[src/rtl/spi_port_pkg.sv]
package spi_port_pkg;

   typedef enum logic [1:0] {
      WLEN_BYTE  = 2'd0,
      WLEN_HALF  = 2'd1,
      WLEN_FULL  = 2'd2,
      WLEN_FULL2 = 2'd3
   } wlen_e;

   // number of bits carried by one word for a given length code
   function automatic int word_bits(input logic [1:0] code, input int full_w);
      case (wlen_e'(code))
         WLEN_BYTE: return 8;
         WLEN_HALF: return 16;
         default:   return full_w;
      endcase
   endfunction

endpackage

[src/rtl/spi_sync.sv]
module spi_sync #(
   parameter int                WIDTH   = 1,
   parameter int                STAGES  = 2,
   parameter logic [WIDTH-1:0]  RST_VAL = '0
) (
   input  logic             clk,
   input  logic             rst_n,
   input  logic [WIDTH-1:0] d,
   output logic [WIDTH-1:0] q
);

   logic [STAGES-1:0][WIDTH-1:0] pipe;

   generate
      if (STAGES < 2) begin : g_bad_stages
         $error("spi_sync needs at least two stages");
      end
   endgenerate

   always_ff @(posedge clk or negedge rst_n) begin
      if (!rst_n) pipe <= {STAGES{RST_VAL}};
      else        pipe <= {pipe[STAGES-2:0], d};
   end

   assign q = pipe[STAGES-1];

endmodule

[src/rtl/spi_baud.sv]
module spi_baud #(
   parameter int DIV_W = 8
) (
   input  logic             clk,
   input  logic             rst_n,
   input  logic             run,
   input  logic [DIV_W-1:0] div,
   output logic             tick
);

   logic [DIV_W-1:0] cnt;

   always_ff @(posedge clk or negedge rst_n) begin
      if (!rst_n)          cnt <= '0;
      else if (!run)       cnt <= '0;
      else if (cnt == div) cnt <= '0;
      else                 cnt <= cnt + 1'b1;
   end

   assign tick = run && (cnt == div);


   baud_wrap_chk: assert property (@(posedge clk) disable iff (!rst_n)
      ($past(tick) && run) |-> (cnt == '0));


   baud_gap_chk: assert property (@(posedge clk) disable iff (!rst_n)
      (tick && div != '0) |=> !tick);

endmodule

[src/rtl/spi_shreg.sv]
module spi_shreg #(
   parameter int DATA_W = 32,
   parameter int BITS_W = 6
) (
   input  logic              clk,
   input  logic              rst_n,
   input  logic              load,
   input  logic [DATA_W-1:0] load_word,
   input  logic [BITS_W-1:0] nbits,
   input  logic              lsb_first,
   input  logic              edge_ev,
   input  logic              sample_en,
   input  logic              launch_en,
   input  logic              finish,
   input  logic              din,
   output logic              dout,
   output logic [DATA_W-1:0] rx_word,
   output logic              rx_valid
);

   localparam int MSB = DATA_W - 1;

   logic [DATA_W-1:0] tx_sh;
   logic [DATA_W-1:0] rx_sh;
   logic [DATA_W-1:0] aligned;
   logic [DATA_W-1:0] mask;
   logic [BITS_W-1:0] shamt;
   logic              fin_q;

   assign shamt   = BITS_W'(DATA_W) - nbits;
   assign aligned = load_word << shamt;
   assign mask    = {DATA_W{1'b1}} >> shamt;

   always_ff @(posedge clk or negedge rst_n) begin
      if (!rst_n) begin
         tx_sh <= '0;
         dout  <= 1'b0;
      end else if (load) begin
         if (lsb_first) begin
            dout  <= load_word[0];
            tx_sh <= load_word >> 1;
         end else begin
            dout  <= aligned[MSB];
            tx_sh <= aligned << 1;
         end
      end else if (edge_ev && launch_en) begin
         dout  <= lsb_first ? tx_sh[0] : tx_sh[MSB];
         tx_sh <= lsb_first ? (tx_sh >> 1) : (tx_sh << 1);
      end
   end

   always_ff @(posedge clk or negedge rst_n) begin
      if (!rst_n) begin
         rx_sh    <= '0;
         fin_q    <= 1'b0;
         rx_valid <= 1'b0;
         rx_word  <= '0;
      end else begin
         if (edge_ev && sample_en)
            rx_sh <= lsb_first ? {din, rx_sh[MSB:1]} : {rx_sh[MSB-1:0], din};
         fin_q    <= finish;
         rx_valid <= fin_q;
         if (fin_q)
            rx_word <= lsb_first ? (rx_sh >> shamt) : (rx_sh & mask);
      end
   end


   rxv_after_finish_chk: assert property (@(posedge clk) disable iff (!rst_n)
      rx_valid |-> $past(finish, 2));

endmodule

[src/rtl/spi_port.sv]
module spi_port
   import spi_port_pkg::*;
#(
   parameter int DATA_W      = 32,
   parameter int DIV_W       = 8,
   parameter int SYNC_STAGES = 2
) (
   input  logic              clk,
   input  logic              rst_n,
   input  logic              cfg_master,
   input  logic              cfg_cpol,
   input  logic              cfg_cpha,
   input  logic              cfg_lsb_first,
   input  logic [1:0]        cfg_len,
   input  logic              cfg_miso_od,
   input  logic [DIV_W-1:0]  cfg_div,
   input  logic [DATA_W-1:0] tx_data,
   input  logic              tx_load,
   output logic [DATA_W-1:0] rx_data,
   output logic              rx_valid,
   output logic              busy,
   output logic              ovf_flag,
   output logic              mm_err,
   input  logic              status_clr,
   input  logic              sclk_i,
   output logic              sclk_o,
   output logic              sclk_oe,
   input  logic              ss_n_i,
   input  logic              mosi_i,
   output logic              mosi_o,
   output logic              mosi_oe,
   input  logic              miso_i,
   output logic              miso_o,
   output logic              miso_oe
);

   localparam int BITS_W = $clog2(DATA_W + 1);
   localparam int EDGE_W = $clog2(2 * DATA_W + 1);

   generate
      if (DATA_W < 16 || (DATA_W % 8) != 0) begin : g_bad_width
         $error("spi_port DATA_W must be a multiple of 8 and at least 16");
      end
      if (DIV_W < 1) begin : g_bad_div
         $error("spi_port DIV_W must be at least 1");
      end
   endgenerate

   logic              sclk_s, ss_s, mosi_s;
   logic              sclk_prev;
   logic              act_m;
   logic              run, phase, tick;
   logic [EDGE_W-1:0] edge_cnt;
   logic [EDGE_W-1:0] last_edge;
   logic [BITS_W-1:0] nbits;
   logic              slave_edge, edge_ev, at_last, finish;
   logic              sample_en, launch_en;
   logic              start, mm_set, din, dout;

   spi_sync #(
      .WIDTH  (3),
      .STAGES (SYNC_STAGES),
      .RST_VAL(3'b010)
   ) u_sync (
      .clk  (clk),
      .rst_n(rst_n),
      .d    ({sclk_i, ss_n_i, mosi_i}),
      .q    ({sclk_s, ss_s, mosi_s})
   );

   spi_baud #(.DIV_W(DIV_W)) u_baud (
      .clk  (clk),
      .rst_n(rst_n),
      .run  (run),
      .div  (cfg_div),
      .tick (tick)
   );

   assign nbits      = BITS_W'(word_bits(cfg_len, DATA_W));
   assign last_edge  = EDGE_W'({nbits, 1'b0}) - 1'b1;
   assign act_m      = cfg_master && !mm_err;
   assign slave_edge = !act_m && !ss_s && (sclk_s != sclk_prev);
   assign edge_ev    = act_m ? (run && tick) : slave_edge;
   assign at_last    = (edge_cnt == last_edge);
   assign finish     = edge_ev && at_last;
   assign sample_en  = cfg_cpha ? edge_cnt[0] : !edge_cnt[0];
   assign launch_en  = cfg_cpha ? (!edge_cnt[0] && edge_cnt != '0)
                                : (edge_cnt[0] && !at_last);
   assign busy       = act_m ? run : (edge_cnt != '0);
   assign start      = tx_load && !busy;
   assign mm_set     = cfg_master && !ss_s && !mm_err;
   assign din        = act_m ? miso_i : mosi_s;

   always_ff @(posedge clk or negedge rst_n) begin
      if (!rst_n) begin
         sclk_prev <= 1'b0;
         mm_err    <= 1'b0;
         ovf_flag  <= 1'b0;
      end else begin
         sclk_prev <= sclk_s;
         if (mm_set)          mm_err <= 1'b1;
         else if (status_clr) mm_err <= 1'b0;
         if (tx_load && busy) ovf_flag <= 1'b1;
         else if (status_clr) ovf_flag <= 1'b0;
      end
   end

   always_ff @(posedge clk or negedge rst_n) begin
      if (!rst_n) begin
         run      <= 1'b0;
         phase    <= 1'b0;
         edge_cnt <= '0;
      end else if (mm_set) begin
         run      <= 1'b0;
         phase    <= 1'b0;
         edge_cnt <= '0;
      end else if (act_m) begin
         if (!run) begin
            phase    <= 1'b0;
            edge_cnt <= '0;
            if (start) run <= 1'b1;
         end else if (tick) begin
            phase <= !phase;
            if (at_last) begin
               run      <= 1'b0;
               edge_cnt <= '0;
            end else begin
               edge_cnt <= edge_cnt + 1'b1;
            end
         end
      end else begin
         run   <= 1'b0;
         phase <= 1'b0;
         if (ss_s)            edge_cnt <= '0;
         else if (slave_edge) edge_cnt <= at_last ? '0 : edge_cnt + 1'b1;
      end
   end

   spi_shreg #(
      .DATA_W(DATA_W),
      .BITS_W(BITS_W)
   ) u_shreg (
      .clk      (clk),
      .rst_n    (rst_n),
      .load     (start),
      .load_word(tx_data),
      .nbits    (nbits),
      .lsb_first(cfg_lsb_first),
      .edge_ev  (edge_ev),
      .sample_en(sample_en),
      .launch_en(launch_en),
      .finish   (finish),
      .din      (din),
      .dout     (dout),
      .rx_word  (rx_data),
      .rx_valid (rx_valid)
   );

   assign sclk_o  = cfg_cpol ^ phase;
   assign sclk_oe = act_m;
   assign mosi_o  = dout;
   assign mosi_oe = act_m;
   assign miso_o  = cfg_miso_od ? 1'b0 : dout;
   assign miso_oe = !act_m && !ss_n_i && (!cfg_miso_od || !dout);


   ovf_set_chk: assert property (@(posedge clk) disable iff (!rst_n)
      (tx_load && busy) |=> ovf_flag);


   mm_abort_chk: assert property (@(posedge clk) disable iff (!rst_n)
      $rose(mm_err) |-> !run);


   edge_bound_chk: assert property (@(posedge clk) disable iff (!rst_n)
      run |-> (edge_cnt <= last_edge));


   idle_level_chk: assert property (@(posedge clk) disable iff (!rst_n)
      $fell(run) |-> (sclk_o == cfg_cpol));

endmodule

[config.mk]
export PLATFORM = sky130hd
export DESIGN_NAME = spi_port
export DESIGN_NICKNAME = d
export VERILOG_FILES = /design/src/rtl/spi_port_pkg.sv /design/src/rtl/spi_sync.sv /design/src/rtl/spi_baud.sv /design/src/rtl/spi_shreg.sv /design/src/rtl/spi_port.sv
export SDC_FILE = /design/constraint.sdc
export NUM_CORES = 1
export LEC_CHECK = 0
export ABC_AREA = 0
export BUFFER_PORTS_ARGS = -buffer_cell sky130_fd_sc_hd__buf_2
export CAP_MARGIN = 20
export CORE_AREA = 5 5 136 138
export CTS_CLUSTER_SIZE = 12
export DETAILED_ROUTE_END_ITERATION = 12
export DIE_AREA = 0 0 141 143
export PLACE_DENSITY = 0.63
export SLEW_MARGIN = 10
export SYNTH_ARGS = -nofsm -noshare
export SYNTH_HDL_FRONTEND = slang
export SYNTH_SLANG_ARGS = --single-unit
[constraint.sdc]
create_clock -name clk -period 6.7 [get_ports clk]
set_clock_uncertainty 0.2 [all_clocks]
set_input_delay 1.005 -clock clk [delete_from_list [all_inputs] [get_ports clk]]
set_output_delay 1.005 -clock clk [all_outputs]
set_load 0.1 [all_outputs]
==> results of run 1 <==
layout by cell type, fill, tap and decap left out, types with 8 or more instances in the layout:
cell type,count
a32oi_1,8
mux2_2,70
a211oi_1,12
mux4_2,8
dfrtp_1,123
nand2_1,40
clkbuf_16,17
inv_1,10
xor2_1,13
o22a_1,9
o21ai_0,30
buf_2,95
a31oi_1,14
a221oi_1,8
a22oi_1,20
nand3_1,38
nor2_1,44
a41oi_1,8
mux2_4,19
a22o_1,12
o41ai_1,8
buf_4,13
mux2i_1,67
o2bb2ai_1,8
nor3_1,8
sequential cells by signal (all words and copies together) (netlist names):
register and cells:
u_sync.q 3, u_sync.pipe 3, u_shreg.dout 1, u_baud.cnt 8
u_shreg.rx_sh 32, u_shreg.tx_sh 32, edge_cnt 7, sclk_prev 1
u_shreg.rx_valid 1, run 1, u_shreg.rx_word 32, phase 1
ovf_flag 1, mm_err 1, u_shreg.fin_q 1
cell families after synthesis:
| logic type | after synthesis | share of synthesized area |
|---|---|---|
| DFF | 125 | 0.4085 |
| and+or+nand+nor | 161 | 0.1009 |
| muxes | 165 | 0.2526 |
| adders and majority gates | 5 | 0.008163 |
| AOI/OAI and AO/OA | 164 | 0.1634 |
| buffers and inverters | 67 | 0.04049 |
| xor gates and xnor gates | 21 | 0.02596 |
power by group through the flow:
stage	registers, uW	clock network [uW]	logic [uW]
after CTS	997	950	678
final	1000	937	680
after detailed placement	1010	0	676
after global placement	1000	0	657
after global routing	1010	995	731
after floorplan	1030	0	480
per-stage QoR:
stage            util  setup slack, ps  hold slack [ps]  instances  instance area, um2
3_5_place_dp   0.4840             2237            141.8        984                8255
6_report       0.5200             2650            150.0       1018                8870
4_1_cts        0.5193             2674            154.6       1016                8857
3_3_place_gp   0.4840             2292            134.3        984                8255
5_1_grt        0.5200             2387            159.0       1018                8870
2_1_floorplan       -             1696            131.2        708                7664
path summary, 6_finish.rpt:
check	start	endpoint	slack, ps	depth (start not counted)
max	cfg_len[1]	u_shreg.rx_word[24]$_DFFE_PN0P_	2650	9
min	u_sync.pipe[2]$_DFF_PN0_	u_sync.q[2]$_DFF_PN0_	150	0
max reg2reg	edge_cnt[2]$_DFFE_PN0P_	u_shreg.tx_sh[2]$_DFFE_PN0P_	3610	6
min reg2reg	u_sync.pipe[2]$_DFF_PN0_	u_sync.q[2]$_DFF_PN0_	150	0
max in group asynchronous	rst_n	u_shreg.rx_sh[14]$_DFFE_PN0P_	4540	2
min in group asynchronous	rst_n	u_baud.cnt[6]$_DFF_PN0_	490	1
layer usage:
layer / wire [um] / vias to the layer above / share of wire / track usage
met5: 0 / - / 0 / 0
met4: 535 / 0 / 0.026 / 0.07904
met3: 1099 / 51 / 0.053 / 0.04555
met2: 10310 / 236 / 0.50 / 0.3468
met1: 8872 / 3039 / 0.43 / 0.2779
li1: - / 2822 / - / -
synth_stat cells (all sizes together) (9+ instances only):
| cell | number | area, um2 |
|---|---|---|
| o21ai | 31 | 158.9 |
| a211oi | 12 | 90.09 |
| inv | 12 | 45.05 |
| buf | 24 | 148.9 |
| xor2 | 13 | 113.9 |
| a22o | 12 | 105.1 |
| a22oi | 20 | 150.1 |
| dfrtp | 123 | 3078 |
| nand2 | 41 | 156.4 |
| o22a | 9 | 78.83 |
| mux2i | 67 | 670.6 |
| mux2 | 90 | 1085 |
| nor2 | 47 | 181.4 |
| a31oi | 14 | 87.58 |
| nand3 | 38 | 190.2 |
| clkbuf | 31 | 116.4 |
layout make-up:
cell class / instances / area share
multi-input cells: 516 / 0.4778
flip-flops and latches: 125 / 0.3529
repair buffers: 108 / 0.06461
clock buffers: 21 / 0.05304
well taps: 225 / 0.03174
clock inverters: 11 / 0.01481
inverters: 12 / 0.005078
==> reports/qor.csv, run 1 <==
stage;metric;value;unit
pwr;switchingPower;863.8;uW
synth;synth_edf_count;0;
cts;cts_tree;built;
layout;area_delta_synth_final;15.74;%
floorplan;core;17060;um2
grt;grtUsageTotal;0.2118;
worst_setup_path;path_buf_inv;4;
synth;seq_area_frac_synth;0.4085;
route;drc;0;
floorplan;fp-row-count;48;
worst_setup_path;worstSetupEndpointType;flip-flop;
sta;maxSlewViolCount;0;
route;via_count;6148;
sta;period_share;0.6045;
pwr;powerDensity;295.2;nW/um2
cts;clkTransAtPathRegs;60;ps
sta;rsz0062_at_grt;no;
worst_setup_path;cpMostUsedCell;buf_4;
floorplan;start_util;0.4493;
synth;postSynth.asyncResetShare;1.000;
pwr;switching_share;0.3299;
cts;clockBufferDepth;2;
floorplan;io_pins;97;
worst_setup_path;cp_top_family;buffers and inverters;
layout;antennaDiodeCount;0;
synth;synth_cell_types;64;
sta;tightest_slew;963.0;ps
worst_setup_path;cp.arrival;4210;ps
grt;grt_pass1_wl;34170;um
route;wire_per_inst;20.45;um
cts;worst_skew_pair.late_latency;420;ps
pwr;finalPower;2619;uW
floorplan;die_w;141;um
cts;cts.htree.levels;4;
layout;multi_input_area;4238;um2
pwr;p_clk_frac;0.358;
layout;layout-drive-gt1-share;0.3241;
pwr;p_int;1755;uW
floorplan;dieHeight;143;um
sta;final_hold_viol_count;0;
pwr;comb_power_share;0.260;
cts;cts_num_sinks;125;
route;viasPerCell;6.039;
synth;ys_ff_latch;125;
worst_setup_path;slowest_delay;640;ps
synth;avgSynthCellArea;10.82;um2
sta;max_freq;246.9;MHz
pwr;vdd_drop_max;186.7;uV
layout;nets;840;
synth;synthCells;708;
grt;grt_max_degree;88;
cts;postCtsHoldBufs;0;
placement;dp_hpwl;14270;um
flow_run;drv_cap;0;
route;first_iter_violations;723;
cts;cts_buffers;17;
cts;cts_root_buffer;clkbuf_16;
synth;netlist_area;7664;um2
worst_setup_path;crit_slowest_cell;ha_1;
synth;synthFlopType;dfrtp_1;
grt;grt_pass1_vias;6234;
worst_setup_path;required;6860;ps
sta;timing.setup.tns;0;ps
route;drt-total-wl;20820;um
floorplan;die-area;20160;um2
pwr;pwr-share-seq;0.383;
worst_setup_path;worstPathMaxFanout;27;
route;antenna_left;0;
worst_setup_path;startpoint_type;input port;
layout;fillCellCount;1558;
worst_setup_path;crit_chain;buf_2 > nor2_4 > buf_4 > inv_2 > ha_1 > buf_4 > or3_1 > a21oi_1 > a22o_1;
worst_setup_path;crit_type;in -> reg;
route;drtPass1Iterations;5;
layout;register_area;3131;um2
placement;globalplace.congestion;0.8504;
synth;synth_warnings;0;
status;status;finished, final reports clean;
worst_hold_path;worstHoldPathType;reg -> reg;
synth;synth_nets;768;
placement;io_buffer_count;96;
grt;grt_overflow;0;
grt;grt_antenna_before_repair;0;
sta;finalSetupViolCount;0;
cts;cts_setup_buffers;0;
cts;cts_repair_resize_count;0;
sta;period_minus_slack;4050;ps
sta;slew_headroom;0.3521;
pwr;p_leak;0.004168;uW
Power figures use the tool's default switching activity.
==> run 2, diff against run 1 <==
Clock period 6.7 ns to 3.9 ns, I/O delays scaled along.
==> run 2 against run 1 <==
  * Critical path type is now reg -> out
  * Non-clock buffer count rose by 6
  * Global-route usage fell by 0.30 points
  * Critical endpoint is now busy
  * Worst setup slack got worse by 1900 ps
  * Worst hold slack got worse by 110 ps
  * First-iteration DRC count fell by 3.5%
  * Sequential share of layout area fell by 0.31 points
==> reports/qor.csv, run 2 (synthesis gave the netlist of run 1 again) <==
stage;metric;value;unit;change
floorplan;io_pins;97;;unchanged
worst_setup_path;crit_type;reg -> out;;
floorplan;die_w;141;um;unchanged
status;status;finished, final reports clean;;
floorplan;core;17060;um2;unchanged
placement;globalplace.congestion;0.8758;;+3.0%
sta;slew_headroom;0.3062;;-0.04586
grt;met3_usage;0.04990;;+0.004354
grt;grt_use_met2;0.3417;;-0.005040
floorplan;die-area;20160;um2;unchanged
cts;worst_skew_pair.late_latency;430;ps;about the same
grt;grt_antenna_before_repair;0;;unchanged
pwr;p_leak;0.004211;uW;+1.0%
layout;layout-drive-gt1-share;0.3317;;+0.007579
worst_hold_path;worstHoldPathType;in -> async;;
route;via_count;6175;;+0.44%
worst_setup_path;worstPathMaxFanout;12;;-56%
sta;maxSlewViolCount;0;;unchanged
placement;io_buffer_count;96;;unchanged
layout;layout_commonest_cell;dfrtp_1;;
route;viasPerCell;6.030;;-0.15%
sta;finalSetupViolCount;0;;unchanged
grt;grt_overflow;0;;unchanged
grt;grt_pass1_vias;6218;;-0.26%
cts;clkTransAtPathRegs;60;ps;about the same
worst_setup_path;worstSetupEndpointType;output pin;;
grt;grt_max_degree;69;;-22%
sta;final_hold_viol_count;0;;unchanged
sta;final.setup.worst_slack;756.5;ps;-1894 ps
worst_setup_path;startpoint_type;flip-flop;;
floorplan;dieHeight;143;um;unchanged
cts;cts_root_buffer;clkbuf_16;;
layout;fillCellCount;1532;;-1.7%
cts;cts_buffers;17;;unchanged
grt;grtUsageTotal;0.2088;;-0.002995
grt;grt-busiest-layer;met2;;
cts;cts_num_sinks;125;;unchanged
layout;fin_cells;1024;;+0.59%
pwr;powerDensity;506.4;nW/um2;+72%
sta;period_minus_slack;3143;ps;
layout;nets;846;;+0.71%
placement;dp.cells;992;;+0.81%
route;first_iter_violations;698;;-3.5%
sta;period_share;0.8060;;
sta;max_freq;318.1;MHz;
cts;cts_setup_buffers;0;;unchanged
worst_setup_path;required;3120;ps;-3740 ps
layout;multi_input_area;4243;um2;+0.12%
layout;register_area;3131;um2;unchanged
route;drtPass1Iterations;5;;unchanged
layout;layout_common_cells;dfrtp_1, buf_2, mux2_2;;
worst_setup_path;cp.arrival;2360;ps;-1850 ps
floorplan;fp-row-count;48;;unchanged
layout;area_delta_synth_final;16.75;%;
placement;dp_hpwl;14630;um;+2.5%
sta;rsz0062_at_grt;no;;
layout;antennaDiodeCount;0;;unchanged
route;wire_per_inst;20.77;um;+1.6%
cts;postCtsHoldBufs;0;;unchanged
placement;pre_cts_ws;532.2;ps;-1705 ps
sta;tightest_slew;1041;ps;+77.67 ps
route;drc;0;;unchanged
cts;cts_tree;built;;
route;drt-total-wl;21270;um;+2.2%
cts;cts.htree.levels;4;;unchanged
cts;clockBufferDepth;2;;unchanged
layout;reg_top3;u_shreg.rx_sh (32), u_shreg.rx_word (32), u_shreg.tx_sh (32);;
sta;timing.setup.tns;0;ps;unchanged
grt;grt_pass1_wl;33570;um;-1.8%
grt;met1_usage;0.2730;;-0.004902
floorplan;start_util;0.4493;;unchanged
worst_setup_path;worstRegToRegCells;7;;+1
route;antenna_left;0;;unchanged
pwr;vdd_drop_max;344.5;uV;+85%
flow_run;drv_cap;0;;unchanged
cts;cts_repair_resize_count;0;;unchanged
==> run 2: cell count changes in the layout (fill, tap and decap cells not counted), sizes merged <==
cell,change
clkinvlp,-1
inv,+5
clkbuf,-4
buf,+6
==> run 2: worst paths after layout <==
path	startpoint	slack [ps]	endpoint
worst max-delay path	edge_cnt[2]$_DFFE_PN0P_	760	busy
worst min-delay path	rst_n	40	u_shreg.dout$_DFFE_PN0P_
worst max register to register	edge_cnt[2]$_DFFE_PN0P_	900	u_shreg.tx_sh[23]$_DFFE_PN0P_
worst min register to register	u_sync.pipe[0]$_DFF_PN0_	150	u_sync.q[0]$_DFF_PN0_
max in group asynchronous	rst_n	2620	u_shreg.rx_word[10]$_DFFE_PN0P_
min in group clk	sclk_i	80	u_sync.pipe[2]$_DFF_PN0_
==> run 2: metal layers <==
| layer | vias up | part of all wire |
|---|---|---|
| li1 | 2834 | - |
| met4 | 0 | 0.023 |
| met2 | 242 | 0.47 |
| met1 | 3059 | 0.44 |
| met5 | - | 0 |
| met3 | 40 | 0.069 |
==> run 2: layout make-up <==
type,count,share of cell area
multi-input cells,516,0.4742
flip-flops and latches,125,0.3499
repair buffers,114,0.07216
clock buffers,17,0.04755
well taps,225,0.03146
clock inverters,15,0.01972
inverters,12,0.005034
==> run 2: where the power goes <==
group / total [uW] / internal (uW) / switching, uW
Clock: 1630 / 963 / 664
Combinational: 1190 / 524 / 663
Sequential: 1720 / 1500 / 213
Total: 4530 / 2990 / 1540
==> run 2: worst max-delay path: stages (launching register included) <==
cell and delay, ps:
dfrtp_1 430, or4_4 580, o31ai_4 360, inv_2 210, buf_2 340
==> run 2: through the flow <==
step           power [uW]    util  area (um2)  hold slack, ps
2_1_floorplan        2599       -        7669           89.41
3_3_place_gp         2874  0.4893        8346           134.2
3_5_place_dp         2910  0.4893        8346           140.2
4_1_cts              4556  0.5246        8947           54.29
5_1_grt              4727  0.5246        8947           58.20
6_report             4531  0.5246        8947           37.22
